$ cat config.mk
export PLATFORM = sky130hd
export DESIGN_NAME = monitor_link
export DESIGN_NICKNAME = d
export VERILOG_FILES = /design/src/rtl/monitor_link.sv
export SDC_FILE = /design/constraint.sdc
export NUM_CORES = 1
export LEC_CHECK = 0
export BUFFER_PORTS_ARGS = -buffer_cell sky130_fd_sc_hd__buf_2
export CAP_MARGIN = 20
export CORE_MARGIN = 10
export CORE_UTILIZATION = 53
export CTS_CLUSTER_DIAMETER = 80
export DETAILED_ROUTE_END_ITERATION = 7
export GPL_TIMING_DRIVEN = 0
export PLACE_DENSITY = 0.75
export SYNTH_ARGS = -nofsm -noshare
export SYNTH_HDL_FRONTEND = slang
export SYNTH_SLANG_ARGS = --single-unit
$ cat constraint.sdc
create_clock -name clk -period 3.8 [get_ports clk]
set_input_delay 0.95 -clock clk [delete_from_list [all_inputs] [get_ports clk]]
set_output_delay 0.95 -clock clk [all_outputs]
set_load 0.1 [all_outputs]
$ cat src/rtl/monitor_link.sv
module monitor_link #(
  parameter int W = 8
) (
  input  logic         clk,
  input  logic         rst_n,
  input  logic         frame_tick,
  input  logic [W-1:0] rx_byte,
  input  logic         rx_flag,
  input  logic         rx_ack,
  output logic [W-1:0] tx_byte,
  output logic         tx_flag,
  output logic         tx_ack,
  input  logic         host_rd,
  output logic [W-1:0] rd_data,
  input  logic         host_wr,
  input  logic         host_last,
  input  logic [W-1:0] wr_data,
  output logic         irq_rx_ready,
  output logic         irq_rx_abort,
  output logic         irq_eom,
  output logic         irq_tx_ready,
  output logic         irq_tx_abort
);
  typedef enum logic [1:0] {R_FIRST, R_SECOND, R_HELD, R_DROP} rx_st_e;
  typedef enum logic [1:0] {T_IDLE, T_SEND, T_GAP, T_END} tx_st_e;

  rx_st_e       rs;
  logic [W-1:0] cand, rd_q;
  logic         rx_full, pend, in_msg, idle1;
  logic [1:0]   ack_cnt;
  wire          space = !rx_full || host_rd;

  always_ff @(posedge clk) begin
    if (!rst_n) begin
      rs <= R_FIRST; cand <= '0; rd_q <= '0; rx_full <= 1'b0; pend <= 1'b0;
      in_msg <= 1'b0; idle1 <= 1'b0; ack_cnt <= '0;
      irq_rx_ready <= 1'b0; irq_rx_abort <= 1'b0; irq_eom <= 1'b0;
    end else begin
      irq_rx_ready <= 1'b0;
      irq_rx_abort <= 1'b0;
      irq_eom      <= 1'b0;
      if (host_rd) rx_full <= 1'b0;
      if (frame_tick) begin
        ack_cnt <= (ack_cnt != 0) ? ack_cnt - 2'd1 : 2'd0;
        if (rx_flag) begin
          idle1 <= 1'b0;
          case (rs)
            R_FIRST: begin
              cand <= rx_byte; rs <= R_SECOND; in_msg <= 1'b1;
            end
            R_SECOND: begin
              if (rx_byte == cand) begin
                rs <= R_HELD;
                if (space) begin
                  rd_q <= cand; rx_full <= 1'b1; irq_rx_ready <= 1'b1; ack_cnt <= 2'd1;
                end else begin
                  pend <= 1'b1;
                end
              end else begin
                rs <= R_DROP; in_msg <= 1'b0; irq_rx_abort <= 1'b1; ack_cnt <= 2'd2;
              end
            end
            R_HELD: begin
              if (pend && space) begin
                rd_q <= cand; rx_full <= 1'b1; irq_rx_ready <= 1'b1; ack_cnt <= 2'd1;
                pend <= 1'b0;
              end
            end
            default: ;
          endcase
        end else begin
          rs    <= R_FIRST;
          pend  <= 1'b0;
          idle1 <= 1'b1;
          if (in_msg && idle1) begin
            irq_eom <= 1'b1; in_msg <= 1'b0;
          end
        end
      end
    end
  end

  assign tx_ack  = ack_cnt != 0;
  assign rd_data = rd_q;

  tx_st_e       ts;
  logic [W-1:0] hold_q, line_q;
  logic         hold_full, hold_last, line_last;

  always_ff @(posedge clk) begin
    if (!rst_n) begin
      ts <= T_IDLE; hold_q <= '0; line_q <= '0;
      hold_full <= 1'b0; hold_last <= 1'b0; line_last <= 1'b0;
      irq_tx_abort <= 1'b0;
    end else begin
      irq_tx_abort <= 1'b0;
      if (host_wr && !hold_full) begin
        hold_q <= wr_data; hold_last <= host_last; hold_full <= 1'b1;
      end
      if (frame_tick) begin
        case (ts)
          T_IDLE: if (hold_full) begin
            line_q <= hold_q; line_last <= hold_last; hold_full <= 1'b0; ts <= T_SEND;
          end
          T_SEND: if (rx_ack) ts <= T_GAP;
          T_GAP: begin
            if (rx_ack) begin
              irq_tx_abort <= 1'b1; hold_full <= 1'b0; ts <= T_IDLE;
            end else if (!line_last && hold_full) begin
              line_q <= hold_q; line_last <= hold_last; hold_full <= 1'b0; ts <= T_SEND;
            end else begin
              ts <= T_END;
            end
          end
          default: ts <= T_IDLE;
        endcase
      end
    end
  end

  assign tx_byte      = line_q;
  assign tx_flag      = ts == T_SEND;
  assign irq_tx_ready = !hold_full;
endmodule


# Yosys cells after proc, flatten, opt, wreduce, memory -nomap -nowiden

Cells that the tools add are included.
Widths: inputs -> output; s select.

Reductions and logical operators: 25
Bitwise logic cells: 2
Add/subtract/negate cells: 1
Muxes and demuxes: 56
Eq/ne operators: 18

Operators by type and width:

| kind               | count |
|---|---|
| $mux 8             | 6 |
| $pmux 8 s2         | 2 |
| $mux 1             | 29 |
| $mux 2             | 10 |
| $ne 2x2->1 const B | 7 |
| $ne 3x3->1 const B | 4 |
| $pmux 1 s2         | 6 |
| $reduce_and 3->1   | 4 |
| $reduce_and 5->1   | 2 |
| $eq 8x8->1         | 1 |
| $pmux 2 s2         | 2 |
| $reduce_and 4->1   | 2 |
| $reduce_bool 2->1  | 4 |
| $ne 3x1->1 const B | 2 |
| $pmux 2 s3         | 1 |
| $reduce_and 6->1   | 1 |
| $eq 2x1->1 const B | 2 |
| $eq 2x2->1 const B | 2 |
| $logic_and 1x1->1  | 4 |
| $logic_not 2->1    | 2 |
| $logic_not 1->1    | 3 |
| $reduce_or 3->1    | 1 |
| $not 1->1          | 2 |
| $reduce_and 2->1   | 1 |
| 2 further kinds    | 2 |

Logic and storage cells: 120
Register bits after elaboration: 49
Input bits: 24
Output and inout bits: 23

# Longest topological paths before layout

Word-level depth: 7
Mapped depth: 8
Gate-level depth less buffers: 7

# Least setup slack after synthesis

Ideal clock, no wire load.

Kind: register -> output
Start point: register ts[0]
End point: output port tx_flag
Path slack: 1118 ps
Cell stages (with the launch flop): 3
Data required time: 2850 ps
Arrival time: 1732 ps
Cell sequence: dfxtp_1 -> inv_1 -> nor2_1

Cells in the longest elaborated chain, start to end: 1

Ends and longest elaborated chain:

| item                     | RTL line | text |
|---|---|---|
| start: declaration       | 86       | `tx_st_e ts;` |
| start signal: assignment | 92       | `ts <= T_IDLE; hold_q <= '0; line_q <= '0;` |
| start signal: assignment | 103      | `line_q <= hold_q; line_last <= hold_last; hold_full <= 1'b0; ts <= T_SEND;` |
| start signal: assignment | 105      | `T_SEND: if (rx_ack) ts <= T_GAP;` |
| $eq 2x1->1               | 122      | `assign tx_flag = ts == T_SEND;` |
| end: declaration         | 11       | `output logic tx_flag,` |

No other way between the ends.

# Final worst setup path

Start point: input port rx_byte[6]
End point: register rd_q[0], in the netlist rd_data[0]

Cells in the longest elaborated chain, start to end: 3

Ends and longest elaborated chain:

| item                       | RTL line | text |
|---|---|---|
| start: declaration         | 7        | `input logic [W-1:0] rx_byte,` |
| $eq 8x8->1                 | 52       | `if (rx_byte == cand) begin` |
| $ne 2x2->1 (no line)       | -        |  |
| $reduce_and 6->1 (no line) | -        |  |
| end signal: assignment     | 35       | `rs <= R_FIRST; cand <= '0; rd_q <= '0; rx_full <= 1'b0; pend <= 1'b0;` |
| end signal: assignment     | 55       | `rd_q <= cand; rx_full <= 1'b1; irq_rx_ready <= 1'b1; ack_cnt <= 2'd1;` |
| end signal: assignment     | 65       | `rd_q <= cand; rx_full <= 1'b1; irq_rx_ready <= 1'b1; ack_cnt <= 2'd1;` |
| end: declaration           | 28       | `logic [W-1:0] cand, rd_q;` |

No other way between the ends.
A chain may end at the register's enable or synchronous reset.

==> metrics.log <==
[metrics] cell taking the most area after synthesis: sky130_fd_sc_hd__dfxtp_1
[metrics] net count after synthesis: 277
[metrics] HPWL after detailed placement: 3.62 mm
[metrics] total of endpoints with negative setup slack in the final report: 0
[metrics] Starting DRT DRC Count: 96
[metrics] number of warning messages in the yosys log: 0
[metrics] ys async rst share: 0
[metrics] Arr. time, crit path: 2.69 ns
[metrics] antenna cell count: 0
[metrics] number of enable-type register cells in the synthesized netlist: 0
[metrics] top cell family by delay on the critical path: compound AO/OA/AOI/OAI gates
[metrics] worst endpoint required time: 4.03 ns
[metrics] largest net degree at the start of global routing: 16
[metrics] via count of the first global-routing pass: 1882
[metrics] TritonCTS Buffers: 5
[metrics] post-layout worst setup margin: 1.34 ns
[metrics] most repeated cell in the gate-level netlist after synthesis: sky130_fd_sc_hd__nand2_1
[metrics] global-route wire length before repair: 8.63 mm
[metrics] worst slack, placed: 1.05 ns
[metrics] sequential-to-total area share from yosys stat: 0.454
[metrics] vertical die dimension: 83.9 um
[metrics] type of the tightest min-delay check: flop to flop
[metrics] DRC violations left: 0
[metrics] Tot Pwr: 1.07 mW
[metrics] share of total power in combinational logic: 0.139
[metrics] total number of H-tree levels: 2
[metrics] number of clock sinks seen by CTS: 49
[metrics] share of Yosys cell area claimed by the top area cell type: 0.454
[metrics] highest attainable clock frequency: 0.407 GHz
[metrics] Distinct cells, synth: 39
[metrics] area grow syn2layout: 18.5%
[metrics] leftover overflow at the end of global routing: 0
[metrics] most area-consuming cells after synthesis: sky130_fd_sc_hd__dfxtp_1 (45%), sky130_fd_sc_hd__nand2_1 (9.4%), sky130_fd_sc_hd__mux2i_1 (8.8%), sky130_fd_sc_hd__a21oi_1 (3.2%), sky130_fd_sc_hd__xor2_1 (3.2%)
[metrics] initial antenna violation count: 0
[metrics] count of maximum capacitance violations: 0
[metrics] clock insertion delay at the later pin of the skew report: 0.31 ns
[metrics] starting density of the core: 0.544
[metrics] buffers added on ports: 45
[metrics] critical path's slowest cell: sky130_fd_sc_hd__a211oi_4
[metrics] Reg2Reg Launch Point: cand[6]
[metrics] CTS clock-pin slew for the worst setup and hold paths: 0.09 ns
[metrics] worst slew margin relative to its limit: 0.575
[metrics] area fraction in and, or, nand and nor cells after synthesis: 0.225
[metrics] combinational family with the most area after synthesis: simple AND/OR/NAND/NOR gates
[metrics] Die X: 83.9 um
[metrics] total routing resource utilization after global routing: 0.146
[metrics] skew final: 0.00913 ns
[metrics] routed via count: 1878
[metrics] Power Dens Cells: 417 nW/um^2
[metrics] worst-path cell chain: buf_2, xor2_1, nor4_2, a21boi_2, a211oi_4, mux2i_1
[metrics] number of buffer and inverter instances along the worst setup path: 1
[metrics] RD Place Congestion: 0.837
[metrics] post-CTS setup buffer count: 0
[metrics] cells on worst reg2reg path: 5
[metrics] adder-cell area share of the yosys netlist: 0.0174
[metrics] share of the clock period used by the worst path: 0.646
[metrics] Synth top cells by count: sky130_fd_sc_hd__nand2_1 (54), sky130_fd_sc_hd__dfxtp_1 (49), sky130_fd_sc_hd__mux2i_1 (19), sky130_fd_sc_hd__a21oi_1 (14)
[metrics] maximum buffer depth of the clock tree: 2
[metrics] fraction of final layout cells with drive strength greater than 1: 0.198
[metrics] average vias per placed instance: 5.32
[metrics] Worst Setup End Kind: flop
[metrics] post-detailed-route count of antenna-violating nets: 0
[metrics] Placement Rows: 23
[metrics] status: completed
[metrics] actual transition at the worst max-transition pin: 0.637 ns
[metrics] Worst Setup Start Kind: input pin
[metrics] number of cells on the critical path: 6
[metrics] routed len/inst: 14.4 um
[metrics] Worst Path Class, Setup: input pin to flop
[metrics] count of state elements after synthesis: 49
[metrics] hold-fix buffers at CTS: 0
[metrics] total of cells resized after clock tree synthesis: 0
[metrics] portion of total power attributed to sequential cells: 0.511
[metrics] Hold Path Stages: 2
[metrics] average cell area after synthesis: 8.64 um^2
[metrics] final hold vios: 0
[metrics] startpoint of the most critical setup path: rx_byte[6]
[metrics] total number of nets in the final design: 329
[metrics] RSZ-0062 raised after global routing: no
[metrics] most used flip-flop cell after synthesis: sky130_fd_sc_hd__dfxtp_1
[metrics] switching power: 0.291 mW
[metrics] die area: 7030 um^2
[metrics] clock tree from TritonCTS: built
[metrics] Core ar.: 3970 um^2
[metrics] Min Clock Period, post-route: 2.46 ns
[metrics] XOR/XNOR share of the synthesized area: 0.0324
[metrics] TNS Setup: 0 ns
[metrics] Int Power: 0.776 mW
[metrics] largest stage delay on the critical path: 0.57 ns
[metrics] Mapped Cells: 250
[metrics] Static Leakage: 1.09 nW
[metrics] final max-slew violation count: 0
[metrics] critical hold path startpoint: hold_q[6]
[metrics] final wirelength: 5.07 mm
[metrics] master cell of the clock root buffer: sky130_fd_sc_hd__clkbuf_8
[metrics] part of the total power dissipated in the clock network: 0.349
[metrics] peak ir drop on the vdd network: 0.315 mV
[metrics] post-synthesis compound-gate area fraction: 0.149
[metrics] number of placed I/O pins: 47
[metrics] fraction of power spent switching nets: 0.273
[metrics] portion of netlist area occupied by mux cells: 0.0880
[metrics] post-synth design cell area: 2160 um^2
[metrics] number of detailed-routing iterations run before antenna repair: 4
[metrics] top fanout value on the critical path: 8
-- cells in the final DEF (no fill, tap or decap), types with 3 or more instances in the layout --
master / synthesis / routed
sky130_fd_sc_hd__clkbuf_8: 0 / 5
sky130_fd_sc_hd__dfxtp_1: 49 / 49
sky130_fd_sc_hd__clkbuf_1: 11 / 12
sky130_fd_sc_hd__and2_1: 3 / 3
sky130_fd_sc_hd__inv_1: 5 / 5
sky130_fd_sc_hd__nand2b_1: 5 / 5
sky130_fd_sc_hd__a21boi_0: 9 / 9
sky130_fd_sc_hd__nand2_1: 54 / 54
sky130_fd_sc_hd__a21oi_1: 14 / 14
sky130_fd_sc_hd__nand3_1: 13 / 13
sky130_fd_sc_hd__o21ai_0: 12 / 12
sky130_fd_sc_hd__buf_2: 2 / 47
sky130_fd_sc_hd__nor2b_1: 3 / 3
sky130_fd_sc_hd__mux2i_1: 19 / 19
sky130_fd_sc_hd__ha_1: 3 / 3
sky130_fd_sc_hd__nor2_1: 13 / 13
sky130_fd_sc_hd__xor2_1: 8 / 8
-- layout make-up --
cell class / count / area (um^2)
Fill cell: 360 / 1410
Multi-Input combinational cell: 182 / 1110
Sequential cell: 49 / 981
Timing Repair Buffer: 45 / 225
Clock buffer: 6 / 72.6
Tap cell: 50 / 62.6
Buffer: 13 / 51.3
Clock inverter: 2 / 38.8
Inverter: 6 / 22.5
-- registers in the layout (all words and copies together) (netlist names), 2 cells and up --
name,flops
cand,8
rs,2
hold_q,8
tx_byte,8
ts,2
rd_data,8
ack_cnt,2
-- cells by family (layout without fill, tap and decap cells) --
| group | after synthesis | in the layout |
|---|---|---|
| muxes | 19 | 19 |
| and+or+nand+nor | 103 | 103 |
| adders and majority gates | 3 | 3 |
| buffers and inverters | 19 | 72 |
| DFF | 49 | 49 |
| AOI/OAI and AO/OA | 49 | 49 |
| xor gates and xnor gates | 8 | 8 |
-- final timing paths --
kind                 to  slack (ns)
max          rd_data[0]        1.34
min           hold_q[6]        0.46
max reg2reg  rd_data[0]        1.74
min reg2reg   hold_q[6]        0.46
-- worst register-to-register path, stage by stage (launching register included) --
cell                       delay, ns
sky130_fd_sc_hd__dfxtp_1        0.34
sky130_fd_sc_hd__xor2_1         0.18
sky130_fd_sc_hd__nor4_2         0.44
sky130_fd_sc_hd__a21boi_2       0.19
sky130_fd_sc_hd__a211oi_4       0.57
sky130_fd_sc_hd__mux2i_1        0.27
-- stage by stage --
| stage | hold WS (ns) | utilization | cell area, um^2 | instances |
|---|---|---|---|---|
| floorplan | 0.429 | - | 2160 | 250 |
| global placement | 0.442 | 0.617 | 2450 | 345 |
| detailed placement | 0.443 | 0.617 | 2450 | 345 |
| CTS | 0.462 | 0.645 | 2560 | 353 |
| global route | 0.484 | 0.645 | 2560 | 353 |
| finish | 0.459 | 0.645 | 2560 | 353 |
-- power by group through the flow --
stage	Combinational [mW]	Clock (mW)	Sequential, mW
after CTS	0.149	0.378	0.545
after global routing	0.163	0.398	0.548
after floorplan	0.0950	0	0.569
final	0.149	0.373	0.545
after global placement	0.145	0	0.556
after detailed placement	0.147	0	0.557
-- metal layers --
metal	wire length (um)	vias up	part of all wire	global-route usage
li1	-	954	-	-
met1	2290	870	0.45	0.173
met2	2430	47	0.48	0.239
met3	300	7	0.059	0.0498
met4	53	0	0.010	0.0457
met5	0	-	0	0
No activity file was read; power rests on OpenSTA's default activity.
